==> config.mk <==
export PLATFORM = sky130hd
export DESIGN_NAME = semaphore_unit
export DESIGN_NICKNAME = d
export VERILOG_FILES = /design/src/rtl/sem_pkg.sv /design/src/rtl/sem_datapath.sv /design/src/rtl/sem_ctrl.sv /design/src/rtl/semaphore_unit.sv
export SDC_FILE = /design/constraint.sdc
export NUM_CORES = 1
export LEC_CHECK = 0
export ABC_AREA = 1
export BUFFER_PORTS_ARGS = -buffer_cell sky130_fd_sc_hd__buf_4
export CAP_MARGIN = 20
export CORE_UTILIZATION = 35
export CTS_BUF_LIST = sky130_fd_sc_hd__clkbuf_8
export CTS_CLUSTER_SIZE = 28
export DETAILED_ROUTE_END_ITERATION = 10
export PLACE_DENSITY = 0.61
export SYNTH_ARGS = -nofsm -noshare
export SYNTH_HDL_FRONTEND = slang
export SYNTH_HIERARCHICAL = 1
export SYNTH_SLANG_ARGS = --single-unit
==> constraint.sdc <==
create_clock -name clk -period 2.9 [get_ports clk]
set_input_delay 0.29 -clock clk [delete_from_list [all_inputs] [get_ports clk]]
set_output_delay 0.29 -clock clk [all_outputs]
set_load 0.02 [all_outputs]
==> src/rtl/sem_pkg.sv <==
package sem_pkg;

  typedef enum logic [2:0] {
    ST_IDLE,
    ST_READ,
    ST_EVAL,
    ST_WRITE,
    ST_RESP
  } semState_e;

  // strobes from control to datapath
  typedef struct packed {
    logic takeReq;   // capture address and opcode
    logic takeWord;  // capture read data
  } semStrobe_t;

  localparam logic OP_SIGNAL = 1'b0;
  localparam logic OP_WAIT   = 1'b1;

endpackage

==> src/rtl/sem_datapath.sv <==
module sem_datapath
  import sem_pkg::*;
#(
  parameter int ADDR_W     = 16,
  parameter int DATA_W     = 32,
  parameter int VEC_W      = 4,
  parameter int WAIT_VEC   = 5,
  parameter int SIGNAL_VEC = 4
) (
  input  logic              clk,
  input  logic              rstN,
  input  semStrobe_t        strobe,
  input  logic              reqOp,
  input  logic [ADDR_W-1:0] reqAddr,
  input  logic [DATA_W-1:0] memRdata,
  output logic [ADDR_W-1:0] memAddr,
  output logic [DATA_W-1:0] memWdata,
  output logic              needTrap,
  output logic [VEC_W-1:0]  trapVector,
  output logic [ADDR_W-1:0] trapAddr
);

  localparam int SIGN_BIT = DATA_W - 1;
  localparam logic [DATA_W-1:0] ONE = DATA_W'(1);

  logic [ADDR_W-1:0] addrReg;
  logic              opReg;
  logic [DATA_W-1:0] wordReg;

  always_ff @(posedge clk) begin
    if (!rstN) begin
      addrReg <= '0;
      opReg   <= OP_SIGNAL;
      wordReg <= '0;
    end else begin
      if (strobe.takeReq) begin
        addrReg <= reqAddr;
        opReg   <= reqOp;
      end
      if (strobe.takeWord) begin
        wordReg <= memRdata;
      end
    end
  end

  logic wordNeg;
  logic wordZero;

  always_comb begin
    wordNeg  = wordReg[SIGN_BIT];
    wordZero = (wordReg == '0);
    if (opReg == OP_WAIT) begin
      needTrap = !wordNeg;              // no unit available
      memWdata = wordReg + ONE;         // take one unit
      trapVector = VEC_W'(WAIT_VEC);
    end else begin
      needTrap = !wordNeg && !wordZero; // owner identifier present
      memWdata = wordReg - ONE;         // release one unit
      trapVector = VEC_W'(SIGNAL_VEC);
    end
  end

  assign memAddr  = addrReg;
  assign trapAddr = addrReg;

endmodule

==> src/rtl/sem_ctrl.sv <==
module sem_ctrl
  import sem_pkg::*;
(
  input  logic       clk,
  input  logic       rstN,
  input  logic       reqValid,
  input  logic       memAck,
  input  logic       needTrap,
  output semStrobe_t strobe,
  output logic       reqReady,
  output logic       memReq,
  output logic       memWe,
  output logic       busLock,
  output logic       doneValid,
  output logic       trapValid
);

  semState_e state;
  semState_e stateNext;

  always_ff @(posedge clk) begin
    if (!rstN) state <= ST_IDLE;
    else       state <= stateNext;
  end

  always_comb begin
    stateNext       = state;
    strobe.takeReq  = 1'b0;
    strobe.takeWord = 1'b0;
    unique case (state)
      ST_IDLE: begin
        if (reqValid) begin
          strobe.takeReq = 1'b1;
          stateNext      = ST_READ;
        end
      end
      ST_READ: begin
        if (memAck) begin
          strobe.takeWord = 1'b1;
          stateNext       = ST_EVAL;
        end
      end
      ST_EVAL:  stateNext = needTrap ? ST_RESP : ST_WRITE;
      ST_WRITE: if (memAck) stateNext = ST_RESP;
      ST_RESP:  stateNext = ST_IDLE;
      default:  stateNext = ST_IDLE;
    endcase
  end

  assign reqReady  = (state == ST_IDLE);
  assign memReq    = (state == ST_READ) || (state == ST_WRITE);
  assign memWe     = (state == ST_WRITE);
  assign busLock   = (state == ST_READ) || (state == ST_EVAL) || (state == ST_WRITE);
  assign doneValid = (state == ST_RESP) && !needTrap;
  assign trapValid = (state == ST_RESP) && needTrap;

endmodule

==> src/rtl/semaphore_unit.sv <==
module semaphore_unit
  import sem_pkg::*;
#(
  parameter int ADDR_W     = 16,
  parameter int DATA_W     = 32,
  parameter int VEC_W      = 4,
  parameter int WAIT_VEC   = 5,
  parameter int SIGNAL_VEC = 4
) (
  input  logic              clk,
  input  logic              rstN,
  input  logic              reqValid,
  input  logic              reqOp,
  input  logic [ADDR_W-1:0] reqAddr,
  output logic              reqReady,
  output logic              memReq,
  output logic              memWe,
  output logic [ADDR_W-1:0] memAddr,
  output logic [DATA_W-1:0] memWdata,
  input  logic [DATA_W-1:0] memRdata,
  input  logic              memAck,
  output logic              busLock,
  output logic              doneValid,
  output logic              trapValid,
  output logic [VEC_W-1:0]  trapVector,
  output logic [ADDR_W-1:0] trapAddr
);

  semStrobe_t strobe;
  logic       needTrap;

  sem_ctrl u_ctrl (
    .clk       (clk),
    .rstN      (rstN),
    .reqValid  (reqValid),
    .memAck    (memAck),
    .needTrap  (needTrap),
    .strobe    (strobe),
    .reqReady  (reqReady),
    .memReq    (memReq),
    .memWe     (memWe),
    .busLock   (busLock),
    .doneValid (doneValid),
    .trapValid (trapValid)
  );

  sem_datapath #(
    .ADDR_W     (ADDR_W),
    .DATA_W     (DATA_W),
    .VEC_W      (VEC_W),
    .WAIT_VEC   (WAIT_VEC),
    .SIGNAL_VEC (SIGNAL_VEC)
  ) u_dp (
    .clk        (clk),
    .rstN       (rstN),
    .strobe     (strobe),
    .reqOp      (reqOp),
    .reqAddr    (reqAddr),
    .memRdata   (memRdata),
    .memAddr    (memAddr),
    .memWdata   (memWdata),
    .needTrap   (needTrap),
    .trapVector (trapVector),
    .trapAddr   (trapAddr)
  );

endmodule

# Yosys cells after proc, flatten, opt, wreduce, memory -nomap -nowiden
# Cells that the tools add are included.
# word_totals
word_cells	37
input_bits	53
output_inout_bits	74
ff_bits	52
# classes
reduce_logical	12
eq_ne	7
n_addsub	2
muxes	12
# op_table
op	n
$add A32 B1 Y32 const B	1
$logic_not A32 Y1	1
$mux W32	1
$sub A32 B1 Y32 const B	1
$mux W3	4
$pmux W3 S4	1
$eq A3 B2 Y1 const B	2
$mux W1	6
$ne A2 B2 Y1 const B	2
$eq A3 B1 Y1 const B	1
$eq A3 B3 Y1 const B	1
$logic_and A1 B1 Y1	3
$logic_not A1 Y1	3
$logic_not A3 Y1	1
$logic_or A1 B1 Y1	3
$reduce_and A3 Y1	1
$ne A2 B1 Y1 const B	1

# Logic depth before layout (Yosys ltp)
# Gate-level depths: netlist of run 1.
# logic_depth
word_depth	6
mapped_depth	12
depth_no_buf	12

# Cells and area by module
# Netlist of run 1, hierarchy kept.
# modules_own_cells
module	area_each_um2	seq_area_each_um2	instances	cells_per_inst
sem_datapath	4322.9	980.9	1	753
sem_ctrl	237.7	60.1	1	37

# Least setup slack after synthesis of run 1
# Ideal clock, no wire load.
# synth_path
kind	reg-to-output
from	reg u_dp.opReg
to	out memWdata[13]
required_time_ps	2610
n_path_buf	0
path_slack_ps	376
t_arrival_ps	2234
stages_incl_launch_ff	9
path_cell_list	dfxtp_1 > inv_1 > ha_1 > or2_4 > nand3_1 > nand2_1 > nand2_1 > nand2_2 > xor2_1
# synth_via
elab_chain_cells	1
# synth_lines
item	line	source
start, declared	sem_datapath.sv:27	logic opReg;
start signal, assigned	sem_datapath.sv:38	opReg <= reqOp;
$mux W32	sem_datapath.sv:52	if (opReg == OP_WAIT) begin
end, declared	semaphore_unit.sv:19	output logic [DATA_W-1:0] memWdata,
# Every way passes these cells.

# Worst setup path after layout of run 1
# layout_path
from	reg u_dp.wordReg[0]
to	out memWdata[24]
# layout_via
elab_chain_cells	2
elab_cells_between_ends	3
classes_between	add/sub: 2; mux: 1
# layout_lines
item	line	source
start, declared	sem_datapath.sv:28	logic [DATA_W-1:0] wordReg;
start signal, assigned	sem_datapath.sv:41	wordReg <= memRdata;
$sub A32 B1 Y32 / $add A32 B1 Y32 (equally long branches)	sem_datapath.sv:58, sem_datapath.sv:54	
$mux W32 *	sem_datapath.sv:52	
# Every way passes the cells marked *; elsewhere a longest branch is shown, timed or not.

==> results of run 1 <==
-- worst paths after layout --
check,endpoint,from,slack [ns]
worst max-delay path,memWdata[24],u_dp/wordReg[0]$_SDFFE_PN0P_,0.26
worst min-delay path,u_dp/memAddr[4]$_SDFFE_PN0P_,reqAddr[4],0.20
worst max register to register,u_dp/wordReg[1]$_SDFFE_PN0P_,u_ctrl/state[0]$_SDFFE_PN0P_,0.99
worst min register to register,u_dp/memAddr[13]$_SDFFE_PN0P_,u_dp/memAddr[13]$_SDFFE_PN0P_,0.54
-- layer usage --
| layer | GRT usage, % | wire length, um | up-vias | part of all wire [%] |
|---|---|---|---|---|
| li1 | - | - | 2599 | - |
| met4 | 4.10 | 133 | 0 | 1.1 |
| met3 | 3.11 | 693 | 10 | 5.5 |
| met2 | 31.4 | 5380 | 124 | 43 |
| met1 | 27.5 | 6310 | 2090 | 50 |
| met5 | 0 | 0 | - | 0 |
-- cells in the mapped netlist, drive strengths merged --
cell type and number:
nor3 6, nand2 249, clkinv 2, nand3 33, inv 127, nor3b 1
conb 2, xor2 13, fa 1, ha 30, a21o 1, dfxtp 52
clkbuf 13, o21ai 50, buf 20, a21oi 25, nor4 4, xnor2 2
nand4 5, o21bai 3, or2 1, nor2 150
-- power breakdown --
part	switching (mW)	total (mW)	internal [mW]	leakage [nW]
sequential	0.173	1.07	0.901	0.426
combinational	3.86	6.13	2.28	2.88
clock	0.238	0.542	0.305	0.0645
total	4.27	7.75	3.48	3.37
-- worst max-delay path, cell delays in order, from the launching register on --
cell and delay [ns]:
dfxtp_1 0.37, inv_1 0.12, fa_1 0.45, inv_1 0.15
nand3_1 0.08, nand3_1 0.19, nand2_1 0.12, nand2_1 0.13
nand2_1 0.09, nand3_1 0.09, nand2_1 0.05, nand2_1 0.06
buf_4 0.14
-- stage by stage --
stage | setup WS [ns] | instances | util, % | area [um^2] | hold slack, ns
4_1_cts | 0.0993 | 1066 | 44.7 | 5670 | 0.183
6_report | 0.262 | 1066 | 44.9 | 5680 | 0.198
2_1_floorplan | 0.376 | 791 | - | 4560 | 0.416
3_5_place_dp | 0.458 | 1058 | 43.7 | 5540 | 0.474
5_1_grt | 0.00489 | 1066 | 44.9 | 5680 | 0.186
3_3_place_gp | 0.493 | 1058 | 43.7 | 5540 | 0.468
-- final cells by class --
type	count	share of cell area, %
inverters	129	8.52
multi-input cells	577	50.0
clock inverters	1	0.528
clock buffers	7	1.69
repair buffers	128	17.1
flip-flops and latches	52	18.3
well taps	172	3.79
-- sequential cells by signal (all words and copies together), names as in the netlist --
register,flops
u_dp/opReg,1
u_ctrl/state,3
u_dp/memAddr,16
u_dp/wordReg,32
-- cells by family after synthesis --
family | share of synthesized area (%)
XOR/XNOR | 2.88
buffers and inverters | 15.0
adder cells (fa/ha/maj) | 8.67
other | 0.165
AO/OA/AOI/OAI | 9.05
flip-flops | 22.8
AND/OR/NAND/NOR | 41.4
-- repair_timing --
item | in CTS | in global routing
endpoints found under the hold margin | 0 | 0
gates resized for setup | 0 | 4
hold buffers | 0 | 0
endpoints found under the setup margin | 0 | 15
==> run metrics, run 1 <==
CP required=2.61 ns; Residual DRC=0; first-pass GRT wire length=20,700 um; LEAKAGE=3.37 nW; Synth Register Bits=52; Clock transition at path regs=0.09 ns; Tcrit/Tclk final=just over 90%; GRT Util Overall=19.5%; WL/cell=11.7 um; cells after synthesis=790; Routed WL=12,500 um; DR vias/cell=4.52; TritonRoute pass-1 iters=4; Cell Area, Synth=approximately 4600 um^2; FF+latch area=1040 um^2; TritonCTS Sinks=52; FMAX=0.379 GHz; most frequent cells in the layout=230 x nand2_1, 144 x nor2_1, 127 x buf_4, 121 x inv_1, 52 x dfxtp_1; vias in the first global route=4,333; post-route minimum period=2.64 ns; placer congestion estimate=slightly below 0.9; VDD IR max=0.000495 V; Fin Clk Skew=0.00516 ns; largest net degree at the start of global routing=53; commonest non-fill, non-tap cell in the layout=nand2_1; final hold vios=0; setup_tns=0 ns; worst-margin pin slew=0.523 ns; fin. max-slew vios=0; CTS tree=built; DR iter-0 viols=246; Num CTS Buffers=5; P&R area growth vs syn=24.6%; Yosys top cell by area=dfxtp_1; Worst Path Max Fanout=4; Port Buffer Count=between 100 and 150; fill count=1,427; max_cap viols=0; hold depth=3; clock root cell=clkbuf_8; RSZ-0062 raised after global routing=false; layout cells sized above 1=19.9%; Final ANT Viol Nets=0; CP Capture Type=primary output; Clk Latency, worst-skew pair=0.31 ns; Die Y=116 um; Setup Buffers After CTS=0; power density cells=between 1000 and 1500 nW/um^2; core box area=12,700 um^2; Crit Path Category=flop to primary output; Synth warnings=6; Reg2Reg Depth=8; Max-slew headroom=between 60 and 70%; initial antenna violation count=0; H-tree lvl count=2; Avg Cell Area, Syn=5.77 um^2; die area=between 10,000 and 15,000 um^2; layout net count=approximately 980; Hold Crit Class=primary input to flop; ANT cells=0; cells taking the most area after synthesis=dfxtp_1 23%, nand2_1 19%, nor2_1 12%; via count=4,823; Startpoint Class=flop; status=finished clean; Netlist cell types=32; Max Root-Sink Buffers=2; GRT Residual Overflow=0; Initial Util=36.0%; Final setup viols=0; row count=41; Ports=about 130; footprint of the multi-input gates=2840 um^2; Post-DP HPWL=10,300 um; Seq/Total Area, Yosys=between 20% and 30%; total power=7.75 mW; CP Data Arrival Time=2.35 ns; top-area cell type share of the netlist area=22.8%; chip width=116 um
Note: power is estimated with default switching activity, not from simulation.
==> run 2: changes to the inputs <==
Settings changed: ABC_AREA 1 to unset, PLACE_DENSITY 0.61 to 0.63, TNS_END_PERCENT set to 30.
==> run 2 against run 1 <==
Net effect: via count is 22% lower; the run now ends with negative setup slack left; clock-buffer cell count is 1 lower; flip-flop and latch count stayed put; combinational power is 64% lower; fmax is 17% lower; first-iteration DRC count is 46% lower; utilization is 7.2 points higher; register-to-register slack worse by 0.23 ns; die area is 12% lower; critical path type unchanged; critical endpoint is now memWdata[27]; largest cell class unchanged; synthesized cell count is 42% lower.
==> run metrics, run 2 <==
status=finished, violations left; failing checks=negative setup slack; first-pass GRT wire length=17,600 um (-15%); DR iter-0 viols=132 (-46%); most common library cells after synthesis=52 x dfxtp_1, 52 x mux2i_1, 51 x nor2b_1; CP peak stage delay=0.37 ns (-0.08 ns); largest net degree at the start of global routing=51 (-3.8%); CP dominant cell by count=buf_4; ANT cells=0 (unchanged); Reg with most FFs=u_dp/wordReg; Tcrit/Tclk final=109% (+18 points); clock network fraction of design power=14.7% (+7.7 points); Final setup viols=16 (+16); TritonCTS Sinks=52 (unchanged); RSZ-0062 raised after global routing=true; hold_buf cts=0 (unchanged); Die Y=109 um (-6.4%); P&R area growth vs syn=43.7%; die area=11,800 um^2 (-12%); most frequent cells in the layout=170 x buf_4, 52 x mux2i_1, 51 x dfxtp_1, 50 x nor2b_1, 27 x a21oi_1; CP Data Arrival Time=2.88 ns (+0.53 ns); core box area=11,000 um^2 (-13%); via count=3,781 (-22%); CTS tree=built; cells taking the most area after synthesis=dfxtp_1 26%, mux2i_1 13%, ha_1 9.4%; vias in the first global route=3,608 (-17%); Clk Latency, worst-skew pair=0.31 ns (about the same); placer congestion estimate=0.830 (-4.9%); final worst slack=-0.267 ns (-0.529 ns); post-route minimum period=3.17 ns (+0.529 ns); H-tree lvl count=2 (unchanged); GRT Util Overall=18.8% (-0.70 points); Num CTS Buffers=5 (unchanged); fin. max-slew vios=0 (unchanged); Sw Pwr=1.44 mW (-66%); Synth Register Bits=52 (unchanged); Seq pwr share=23.1% (+9.2 points); Clock transition at path regs=0.10 ns (about the same); WL/cell=14.8 um (+26%); total power=3.56 mW (-54%); fin area=5720 um^2 (+0.66%); Initial Util=36.3% (+0.27 points); Final ANT Viol Nets=0 (unchanged); DR vias/cell=5.07 (+12%); row count=38 (-7.3%); Yosys top cell by area=dfxtp_1; Post-synth EDFFs=0 (unchanged); top-area cell type share of the netlist area=26.1% (+3.3 points); Seq/Total Area, Yosys=26.1% (+3.3 points); Post-DP HPWL=8860 um (-14%); Cell Area, Synth=3980 um^2 (-13%); Fin Clk Skew=0.0109 ns (+0.00569 ns); Worst Path Max Fanout=11 (+7); GRT Residual Overflow=0 (unchanged); top_reg_cell synth=dfxtp_1; LEAKAGE=2.60 nW (-23%); fin util=52.1% (+7.2 points); Combinational Power Share=62.3% (-17 points); layout cells sized above 1=39.1% (+19 points); clock root cell=clkbuf_8; Avg Cell Area, Syn=8.64 um^2 (+50%); Residual DRC=0 (unchanged); commonest non-fill, non-tap cell in the layout=buf_4; Placed Cells=735 (-31%); TritonRoute pass-1 iters=5 (+1); share of flip-flops with an asynchronous set or reset=0% (unchanged); internal power=2.12 mW (-39%); initial antenna violation count=0 (unchanged); layout net count=689 (-29%); Largest register FFs=32 (unchanged); Synth warnings=6 (unchanged); CP Capture Type=primary output; max_cap viols=0 (unchanged); switching part of the total=40.5% (-15 points); Port Buffer Count=123 (unchanged); Worst path slowest cell=dfxtp_4; chip width=109 um (-6.4%); VDD IR max=0.000319 V (-35%); CP required=2.61 ns (about the same); sequence of cells on the critical path=clkinvlp_4, buf_12, ha_4, and2_4, a221o_1, o21bai_2, a21oi_2, buf_4, o21ba_2, o21ai_1, buf_4, xnor2_2, buf_4; worst-margin pin slew=0.538 ns (+0.0157 ns); Non-Filler Instances=746 (-30%); Routed WL=11,100 um (-12%); power density cells=622 nW/um^2 (-54%); FMAX=0.316 GHz (-17%); Ports=127 (unchanged); Startpoint Class=flop; Hold Crit Class=primary input to flop; final hold vios=0 (unchanged); Max-slew headroom=64.1% (-0.83 points); Area after DPL=5410 um^2 (-2.4%); Crit Path Category=flop to primary output; cells after synthesis=461 (-42%); Netlist cell types=53 (+66%); Max Root-Sink Buffers=2 (unchanged)
## run 2: cell type report
| type | instances | area, um^2 |
|---|---|---|
| clock buffers | 6 | 82.6 |
| multi-input cells | 360 | 2990 |
| repair buffers | 175 | 1350 |
| inverters | 11 | 45.0 |
| fillers | 1004 | 5260 |
| clock inverters | 2 | 38.8 |
| flip-flops and latches | 52 | 1040 |
| well taps | 140 | 175 |
## run 2: power by group through the flow
stage	sequential, mW	clock, mW	combinational, mW
after floorplan	0.848	0	1.27
after detailed placement	0.835	0	2.09
after global placement	0.835	0	2.07
final	0.822	0.522	2.22
after CTS	0.822	0.543	2.18
after global routing	0.830	0.573	2.39
## run 2: final timing paths
check / startpoint / end / slack [ns] / cells after the start
setup / recovery: u_dp/opReg$_SDFFE_PN0P_ / memWdata[27] / -0.27 / 13
setup reg to reg: u_dp/opReg$_SDFFE_PN0P_ / u_ctrl/state[1]$_SDFFE_PN0P_ / 0.76 / 8
hold reg to reg: u_dp/memAddr[1]$_SDFFE_PN0P_ / u_dp/memAddr[1]$_SDFFE_PN0P_ / 0.55 / 2
hold / removal: reqAddr[4] / u_dp/memAddr[4]$_SDFFE_PN0P_ / 0.24 / 3
## run 2: metrics by stage
stage                     TNS (ns)  setup slack (ns)  hold WS [ns]
final                        -2.89            -0.267         0.236
after global routing         -5.41            -0.430         0.235
after CTS                    -3.15            -0.310         0.221
after detailed placement   -0.0587           -0.0338         0.531
after global placement           0           0.00798         0.522
after floorplan              -3.84            -0.376         0.458
## run 2: cell families after synthesis
group	share of synthesized area (%)
simple gates	19.7
compound gates	18.5
mux	13.1
flops	26.1
buf+inv	6.60
fa+ha+maj	9.93
xor+xnor	5.94
other cells	0.189
## run 2: what timing repair did
action	4_1_cts	5_1_grt
pin swaps	10	4
resized for setup	21	15
buffers inserted	0	3
setup endpoints to repair	17	21
## run 2: critical path, delay by kind of cell, from the launching register on
family                     cells  cell delay, ns
xor gates and xnor gates       1            0.12
adders and majority gates      1            0.26
buffers and inverters          5            0.74
and+or+nand+nor                1            0.16
AOI/OAI and AO/OA              5            0.92
DFF                            1            0.37
## run 2: routing by layer
layer	GRT usage, %	part of all wire (%)	vias up
met5	0	0	-
met4	5.41	1.6	0
met3	2.87	4.9	14
met2	32.9	49	126
met1	23.9	45	1728
li1	-	-	1913
